### src/rtl/uart_rx_pkg.sv
package uart_rx_pkg;
  typedef enum logic [2:0] {
    RX_IDLE  = 3'd0,
    RX_START = 3'd1,
    RX_DATA  = 3'd2,
    RX_STOP1 = 3'd3,
    RX_STOP2 = 3'd4
  } rx_state_t;

  localparam int unsigned ST_FULL = 0;
  localparam int unsigned ST_OVR  = 1;
  localparam int unsigned ST_FER  = 2;
  localparam int unsigned ST_TWO  = 6;
  localparam int unsigned ST_EN   = 7;
endpackage

### src/rtl/uart_rx_sync.sv
module uart_rx_sync #(
  parameter int unsigned STAGES = 2
) (
  input  logic clk,
  input  logic rst,
  input  logic din,
  output logic dout,
  output logic fall
);
  logic [STAGES-1:0] chain;
  logic              prev;

  always_ff @(posedge clk) begin
    if (rst) begin
      chain <= '1;
      prev  <= 1'b1;
    end else begin
      chain <= {chain[STAGES-2:0], din};
      prev  <= chain[STAGES-1];
    end
  end

  assign dout = chain[STAGES-1];
  assign fall = prev & ~chain[STAGES-1];
endmodule

### src/rtl/uart_rx_framer.sv
module uart_rx_framer
  import uart_rx_pkg::*;
#(
  parameter int unsigned DATA_BITS = 8,
  parameter int unsigned OSR       = 16
) (
  input  logic                 clk,
  input  logic                 rst,
  input  logic                 tick,
  input  logic                 rx,
  input  logic                 fall,
  input  logic                 allow,
  input  logic                 two_stop,
  output logic                 done,
  output logic                 done_ferr,
  output logic [DATA_BITS-1:0] done_byte,
  output logic                 idle
);
  localparam int unsigned CW   = (OSR > 1) ? $clog2(OSR) : 1;
  localparam int unsigned BW   = (DATA_BITS > 1) ? $clog2(DATA_BITS) : 1;
  localparam logic [CW-1:0] HALF_LAST = CW'(OSR/2 - 1);
  localparam logic [CW-1:0] FULL_LAST = CW'(OSR - 1);
  localparam logic [BW-1:0] BIT_LAST  = BW'(DATA_BITS - 1);

  rx_state_t            st;
  logic [CW-1:0]        cnt;
  logic [BW-1:0]        bitn;
  logic [DATA_BITS-1:0] shreg;
  logic                 ferr_q;

  always_ff @(posedge clk) begin
    if (rst) begin
      st     <= RX_IDLE;
      cnt    <= '0;
      bitn   <= '0;
      shreg  <= '0;
      ferr_q <= 1'b0;
      done   <= 1'b0;
    end else begin
      done <= 1'b0;
      if (!allow) begin
        st  <= RX_IDLE;
        cnt <= '0;
      end else begin
        unique case (st)
          RX_IDLE: begin
            cnt  <= '0;
            bitn <= '0;
            if (fall) st <= RX_START;
          end
          RX_START: if (tick) begin
            if (cnt == HALF_LAST) begin
              cnt <= '0;
              st  <= rx ? RX_IDLE : RX_DATA;
            end else begin
              cnt <= cnt + 1'b1;
            end
          end
          RX_DATA: if (tick) begin
            if (cnt == FULL_LAST) begin
              cnt   <= '0;
              shreg <= {rx, shreg[DATA_BITS-1:1]};
              if (bitn == BIT_LAST) st <= RX_STOP1;
              else bitn <= bitn + 1'b1;
            end else begin
              cnt <= cnt + 1'b1;
            end
          end
          RX_STOP1: if (tick) begin
            if (cnt == FULL_LAST) begin
              cnt    <= '0;
              ferr_q <= ~rx;
              if (two_stop) begin
                st <= RX_STOP2;
              end else begin
                done <= 1'b1;
                st   <= RX_IDLE;
              end
            end else begin
              cnt <= cnt + 1'b1;
            end
          end
          RX_STOP2: if (tick) begin
            if (cnt == FULL_LAST) begin
              cnt  <= '0;
              done <= 1'b1;
              st   <= RX_IDLE;
            end else begin
              cnt <= cnt + 1'b1;
            end
          end
          default: st <= RX_IDLE;
        endcase
      end
    end
  end

  assign done_ferr = ferr_q;
  assign done_byte = shreg;
  assign idle      = (st == RX_IDLE);
endmodule

### src/rtl/uart_rx_regs.sv
module uart_rx_regs
  import uart_rx_pkg::*;
#(
  parameter int unsigned DATA_BITS = 8
) (
  input  logic                 clk,
  input  logic                 rst,
  input  logic                 done,
  input  logic                 done_ferr,
  input  logic [DATA_BITS-1:0] done_byte,
  input  logic                 bus_wr,
  input  logic                 bus_rd,
  input  logic                 bus_addr,
  input  logic [7:0]           bus_wdata,
  output logic [7:0]           bus_rdata,
  output logic                 enable,
  output logic                 two_stop,
  output logic                 full,
  output logic                 ovr,
  output logic                 fer,
  output logic [DATA_BITS-1:0] data_q
);
  localparam int unsigned NFLAG = 3;

  logic [NFLAG-1:0] flags, arm, flags_nx;
  logic [7:0]       status;

  assign full = flags[ST_FULL];
  assign ovr  = flags[ST_OVR];
  assign fer  = flags[ST_FER];

  always_comb begin
    status         = '0;
    status[ST_FULL] = flags[ST_FULL];
    status[ST_OVR]  = flags[ST_OVR];
    status[ST_FER]  = flags[ST_FER];
    status[ST_TWO]  = two_stop;
    status[ST_EN]   = enable;
  end

  always_comb begin
    flags_nx = flags;
    if (bus_wr && !bus_addr) begin
      for (int i = 0; i < NFLAG; i++)
        if (arm[i] && !bus_wdata[i]) flags_nx[i] = 1'b0;
    end
    if (done) begin
      if (done_ferr)            flags_nx[ST_FER]  = 1'b1;
      else if (flags[ST_FULL])  flags_nx[ST_OVR]  = 1'b1;
      else                      flags_nx[ST_FULL] = 1'b1;
    end
  end

  always_ff @(posedge clk) begin
    if (rst) begin
      flags     <= '0;
      arm       <= '0;
      enable    <= 1'b0;
      two_stop  <= 1'b0;
      data_q    <= '0;
      bus_rdata <= '0;
    end else begin
      flags <= flags_nx;
      if (done && (done_ferr || !flags[ST_FULL])) data_q <= done_byte;
      if (bus_wr && !bus_addr) begin
        arm      <= '0;
        enable   <= bus_wdata[ST_EN];
        two_stop <= bus_wdata[ST_TWO];
      end else if (bus_rd && !bus_addr) begin
        arm <= flags;
      end
      if (bus_rd) bus_rdata <= bus_addr ? 8'(data_q) : status;
    end
  end
endmodule

### src/rtl/uart_rx_sticky.sv
module uart_rx_sticky #(
  parameter int unsigned DATA_BITS = 8,
  parameter int unsigned OSR       = 16,
  parameter int unsigned SYNC_FF   = 2
) (
  input  logic       clk,
  input  logic       rst,
  input  logic       tick,
  input  logic       rx_line,
  input  logic       bus_wr,
  input  logic       bus_rd,
  input  logic       bus_addr,
  input  logic [7:0] bus_wdata,
  output logic [7:0] bus_rdata
);
  logic                 rx_s, rx_fall;
  logic                 done, done_ferr, fr_idle;
  logic [DATA_BITS-1:0] done_byte, data_q;
  logic                 enable, two_stop, full, ovr, fer;
  logic                 allow;

  assign allow = enable & ~ovr & ~fer;

  uart_rx_sync #(.STAGES(SYNC_FF)) u_sync (
    .clk(clk), .rst(rst), .din(rx_line), .dout(rx_s), .fall(rx_fall)
  );

  uart_rx_framer #(.DATA_BITS(DATA_BITS), .OSR(OSR)) u_framer (
    .clk(clk), .rst(rst), .tick(tick), .rx(rx_s), .fall(rx_fall),
    .allow(allow), .two_stop(two_stop), .done(done),
    .done_ferr(done_ferr), .done_byte(done_byte), .idle(fr_idle)
  );

  uart_rx_regs #(.DATA_BITS(DATA_BITS)) u_regs (
    .clk(clk), .rst(rst), .done(done), .done_ferr(done_ferr),
    .done_byte(done_byte), .bus_wr(bus_wr), .bus_rd(bus_rd),
    .bus_addr(bus_addr), .bus_wdata(bus_wdata), .bus_rdata(bus_rdata),
    .enable(enable), .two_stop(two_stop), .full(full), .ovr(ovr),
    .fer(fer), .data_q(data_q)
  );
endmodule

### config.mk
export PLATFORM = sky130hd
export DESIGN_NAME = uart_rx_sticky
export DESIGN_NICKNAME = d
export VERILOG_FILES = /design/src/rtl/uart_rx_pkg.sv /design/src/rtl/uart_rx_sync.sv /design/src/rtl/uart_rx_framer.sv /design/src/rtl/uart_rx_regs.sv /design/src/rtl/uart_rx_sticky.sv
export SDC_FILE = /design/constraint.sdc
export NUM_CORES = 1
export LEC_CHECK = 0
export BUFFER_PORTS_ARGS = -buffer_cell sky130_fd_sc_hd__buf_2
export CAP_MARGIN = 20
export CORE_MARGIN = 1
export CORE_UTILIZATION = 53
export DETAILED_ROUTE_END_ITERATION = 16
export MAX_ROUTING_LAYER = met4
export PLACE_DENSITY = 0.83
export SETUP_SLACK_MARGIN = 0.3
export SLEW_MARGIN = 20
export SYNTH_ARGS = -nofsm -noshare
export SYNTH_HDL_FRONTEND = slang
export SYNTH_SLANG_ARGS = --single-unit
### constraint.sdc
create_clock -name clk -period 2 [get_ports clk]
set_input_delay 0.3 -clock clk [delete_from_list [all_inputs] [get_ports clk]]
set_output_delay 0.3 -clock clk [all_outputs]
set_load 0.01 [all_outputs]
Yosys cells after proc, flatten, opt, wreduce, memory -nomap -nowiden
Cells that the tools add are included.

Word-level logic and storage cells: 103. Flip-flop bits (word level): 47. Output and inout bits: 8. Input port bits: 15.

Bitwise gates (word level): 7. $add $sub $neg: 2. Muxes and demuxes: 38. Equal/unequal tests: 19. Reduce and logical (&&, ||, !) cells: 23.

Operator list (number): 3-bit two-way mux (16); 4-bit two-way mux (4); 3-bit case mux with 5 select lines (1); 2-bit by 1-bit inequality test with 1-bit output (second input constant) (6); 2-bit inequality test (second input constant) (6); 4-bit case mux with 3 select lines (1); 1-bit two-way mux (11); 10-bit AND reduction (1); 8-bit two-way mux (1); 4-bit AND reduction (2); 3-bit by 2-bit equality test with 1-bit output (second input constant) (2); 3-bit equality test (second input constant) (2); 1-bit logical AND (6); 3-bit case mux with 2 select lines (1); 1-bit zero test (5); 5-bit AND reduction (1); 4-bit by 1-bit adder with 4-bit output (second input constant) (1); 4-bit by 3-bit equality test with 1-bit output (second input constant) (1); 4-bit equality test (second input constant) (1); 2-bit two-way mux (2); 1-bit NOT (4); 2-bit OR reduction (2); 3-bit by 1-bit adder with 3-bit output (second input constant) (1); 1-bit bitwise AND (3); other kinds (8) (8).

Logic depth before layout (Yosys ltp)
Depth in word-level cells: 7. Gate-level depth with buffers: 6.

Cells and area by module
A second synthesis with hierarchy kept.

Cells, all modules: 233. Area, all modules: 2157.1 sq um.

By module, submodules not included: uart_rx_regs (cells an instance 106, times used 1, seq. area each 480.5 sq um, area an instance 1036.0 sq um); uart_rx_framer (cells an instance 119, times used 1, seq. area each 400.4 sq um, area an instance 1023.5 sq um); uart_rx_sync (cells an instance 7, times used 1, seq. area each 60.1 sq um, area an instance 85.1 sq um); uart_rx_sticky (cells an instance 1, times used 1, seq. area each 0.0 sq um, area an instance 12.5 sq um).

Worst setup path after synthesis
No wires, ideal clock.

Path type: reg2reg. From: register u_framer.cnt[0]. To: register u_framer.bitn[2]. Required time: 1.929 ns. Clock period less this slack: 1.591 ns. Data arrival time: 1.520 ns. Path slack: 0.409 ns. Stages on the path, launching flop included: 7. Path buffers: 1. Cell sequence: dfxtp_1 > ha_1 > and4_4 > nand4_2 > buf_6 > or3b_1 > a21oi_1.

Word-level cells in the longest chain between the ends: 3.

RTL lines: start: declaration (line uart_rx_framer.sv:26) `logic [CW-1:0] cnt;`; start signal: assignment (line uart_rx_framer.sv:56) `cnt <= cnt + 1'b1;`; start signal: assignment (line uart_rx_framer.sv:66) `cnt <= cnt + 1'b1;`; start signal: assignment (line uart_rx_framer.sv:80) `cnt <= cnt + 1'b1;`; 4-bit equality test (line uart_rx_framer.sv:60) `if (cnt == FULL_LAST) begin`; 2-bit by 1-bit inequality test with 1-bit output (no line); 5-bit AND reduction (no line); end signal: assignment (line uart_rx_framer.sv:64) `else bitn <= bitn + 1'b1;`; end: declaration (line uart_rx_framer.sv:27) `logic [BW-1:0] bitn;`.

Every way passes these cells. A chain may end at the register's enable or synchronous reset.

Final worst setup path
From: register u_framer.cnt[1]. To: register u_framer.bitn[1].

Same word-level chain as after synthesis.

==> flow_metrics.py <==
metrics = {
    "clocking": {
        "cts_tree": "done",
        "cts_resized": 1,
        "cts_max_path_buffers": 2,
        "cts.clk_slew.worst_paths_ps": 80,
        "clock_sink_count": 47,
        "post-cts-setup-buffers": 0,
        "cts_inserted_buffers": 5,
        "worstSkewPairLatency_ps": 310,
        "cts_root_buffer": "clkbuf_8",
        "cts_htree_levels": 2,
        "cts_hold_repair.buffers": 0,
    },
    "detailed_routing": {
        "antenna_left": 0,
        "detailroute.via_count": 1593,
        "routed_wire_length_per_instance_um": 13.04,
        "detail_route.drc_violations": 0,
        "vias_cell": 5.570,
        "drt_first_iter_violations": 101,
        "totalWireLength_um": 3729,
        "drtPass1Iterations": 4,
    },
    "critical_path": {
        "timing.critical_path.fanout_max": 5,
        "worst-r2r-cell-count": 5,
        "slowest_stage": "or3b_2",
        "path_class": "flip-flop to flip-flop",
        "arrival_ps": 1860,
        "cells_traversed_along_the_worst_timing_path": "ha_4 > and4_4 > nand4_2 > or3b_2 > a21oi_1",
        "start_kind": "flip-flop",
        "setup.worst_path.end_class": "flip-flop",
        "worstReg2RegEnd": "u_framer.bitn[1]",
        "rr_startpoint": "u_framer.cnt[1]",
        "worstPathRequired_ps": 2230,
        "reg2reg_setup_slack_ps": 370,
        "critical-path-max-stage-delay_ps": 480,
    },
    "grt": {
        "grt_max_degree": 23,
        "grtUsageTotal": 0.2083,
        "globalRouteOverflowTotal": 0,
        "grt_pass1_wl_um": 6492,
        "via_count_of_the_first_global_routing_pass": 1498,
        "antenna_found_initial": 0,
    },
    "power": {
        "total_leakage_power_nw": 0.9709,
        "p_per_area_nw_per_um2": 752.4,
        "ir_drop_v": 0.0003779,
        "finalPower_mw": 1.739,
    },
    "cells_and_area": {
        "ff_latch_area_um2": 943.4,
        "num-nets-final": 255,
        "multi_input_comb_area_um2": 1064,
        "n_fill_cell": 305,
        "postLayoutCoreUtil": 0.6265,
        "num_antenna_cells": 0,
        "drive_gt1_frac": 0.1765,
        "flow.area_growth_from_synthesis_pct": 12.35,
        "final-instance-count-excl-fill": 286,
        "stdcell_area_um2": 2311,
    },
    "place": {
        "placed_cells": 278,
        "detailed_place_hpwl_um": 2611,
        "port_buffers": 19,
        "dp_worst_setup_slack_ps": 302.3,
        "detailed_place.area_um2": 2172,
        "place.gp.congestion": 0.8416,
    },
    "logic_synthesis": {
        "netlist-cell-type-count": 43,
        "synth_edf_count": 0,
        "async_flop_share": 0,
        "yosys_register_bits": 47,
        "per_instance_average_area_after_synthesis_um2": 9.308,
        "ys.flop_type": "dfxtp_1",
        "synth_fp_nets": 239,
        "synthesis.area_um2": 2057,
        "yosysSeqAreaShare": 0.4574,
        "synth_cells": 221,
        "yosysWarnings": 0,
    },
    "timing": {
        "maxSlewViolCount": 0,
        "worst-slew-pin-transition_ps": 545.6,
        "timing.final.hold_violations": 0,
        "fin_ws_ps": 371.0,
        "fin_worst_hold_slack_ps": 177.8,
        "timing.max_slew.rel_slack": 0.6362,
        "setup-violations-final": 0,
        "fin_crit_ps": 1629,
        "rsz_0062_raised_after_global_routing": "no",
        "post-route-period-util": 0.8145,
        "final_layout_setup_total_negative_slack_ps": 0,
        "fin_skew_ps": 9.112,
        "fmaxAchievable_ghz": 0.6139,
    },
    "floorplanning": {
        "floorplan.die_area_um2": 4134,
        "core_um2": 3689,
        "io_pins": 23,
        "die_w_um": 64.30,
        "std_cell_rows": 22,
        "dieHeight_um": 64.30,
        "initial_util": 0.5577,
    },
    "hold_path": {
        "timing.hold.worst.class": "input port to flip-flop",
        "worst_hold_startpoint": "rx_line",
        "holdPathStages": 2,
        "hold_end": "u_sync.chain[0]",
    },
    "status": {
        "run_status": "completed",
    },
    "job": {
        "drv_cap": 0,
    },
}
## per-layer routing
layer / global-route usage / up-vias / share of wire
met2: 0.3184 / 36 / 0.47
met4: 0.1194 / 0 / 0.023
met3: 0.04286 / 8 / 0.039
li1: - / 814 / -
met1: 0.2536 / 735 / 0.47
met5: - / - / 0
## synth_stat cells (3+ instances only)
cell type / count / area [um2]
o21ai_0: 5 / 25.02
nand3_1: 8 / 40.04
a211oi_1: 6 / 45.04
nand4_1: 4 / 25.02
clkbuf_1: 8 / 30.03
mux2i_1: 26 / 260.3
nor3_1: 5 / 25.02
nor3b_1: 3 / 22.52
inv_1: 5 / 18.77
a21oi_1: 9 / 45.04
dfxtp_1: 47 / 940.9
ha_1: 3 / 37.54
a22oi_1: 5 / 37.54
nor2_1: 33 / 123.9
or2_2: 3 / 18.77
nand2_1: 7 / 26.28
nand2b_1: 4 / 25.02
nor2b_1: 7 / 43.79
## critical path, delay by kind of cell, from the launching register on
kind	cells	cell delay, ps
AND/OR/NAND/NOR	3	860
adder cells (fa/ha/maj)	1	170
AO/OA/AOI/OAI	1	150
flip-flops	1	390
## power by group
part	internal [mW]	switching, mW
combinational	0.0333	0.0463
sequential	0.945	0.00554
clock	0.377	0.333
## cells by family after synthesis
family,count (synthesis),share of synthesized area
AND/OR/NAND/NOR,88,0.2293
flip-flops,47,0.4574
AO/OA/AOI/OAI,36,0.1150
multiplexers,26,0.1265
buffers and inverters,17,0.03589
adder cells (fa/ha/maj),4,0.02312
XOR/XNOR,3,0.01278
## layout by cell type, fill, tap and decap left out, types with 4 or more instances in the layout
| cell | n |
|---|---|
| a211oi_1 | 6 |
| a21oi_1 | 9 |
| a22oi_1 | 5 |
| buf_2 | 19 |
| clkbuf_8 | 5 |
| dfxtp_1 | 45 |
| inv_1 | 5 |
| mux2i_1 | 26 |
| nand2_1 | 7 |
| nand2b_1 | 4 |
| nand3_1 | 8 |
| nand4_1 | 4 |
| nor2_1 | 33 |
| nor2b_1 | 7 |
| nor3_1 | 5 |
| o21ai_0 | 5 |
## final cells by class
cell class                      instances  share of cell area
Tap cell                               48             0.02599
Clock inverter                          3             0.02003
Inverter                                5            0.008121
Sequential cell                        47              0.4082
Multi-Input combinational cell        157              0.4602
Clock buffer                            5             0.02978
Timing Repair Buffer                   21             0.04764
## flip-flops by register name, indices dropped and copies added, names as in the netlist
| signal | flops |
|---|---|
| u_framer.bitn | 3 |
| u_framer.cnt | 4 |
| u_framer.done | 1 |
| u_framer.done_byte | 8 |
| u_framer.done_ferr | 1 |
| u_framer.st | 3 |
| u_regs.arm | 3 |
| u_regs.bus_rdata | 8 |
| u_regs.data_q | 8 |
| u_regs.enable | 1 |
| u_regs.flags | 3 |
| u_regs.two_stop | 1 |
| u_sync.chain | 2 |
| u_sync.prev | 1 |
## worst max path at each step
stage,end,start,depth (start not counted)
5_1_grt,u_framer.bitn[1],u_framer.cnt[1],5
3_3_place_gp,u_framer.bitn[1],u_framer.cnt[0],5
4_1_cts,u_framer.st[0],u_framer.st[2],4
3_5_place_dp,u_framer.bitn[1],u_framer.cnt[0],5
2_1_floorplan,u_framer.bitn[2],u_framer.cnt[0],6
6_report,u_framer.bitn[1],u_framer.cnt[1],5
(Power assumes the default switching activity.)
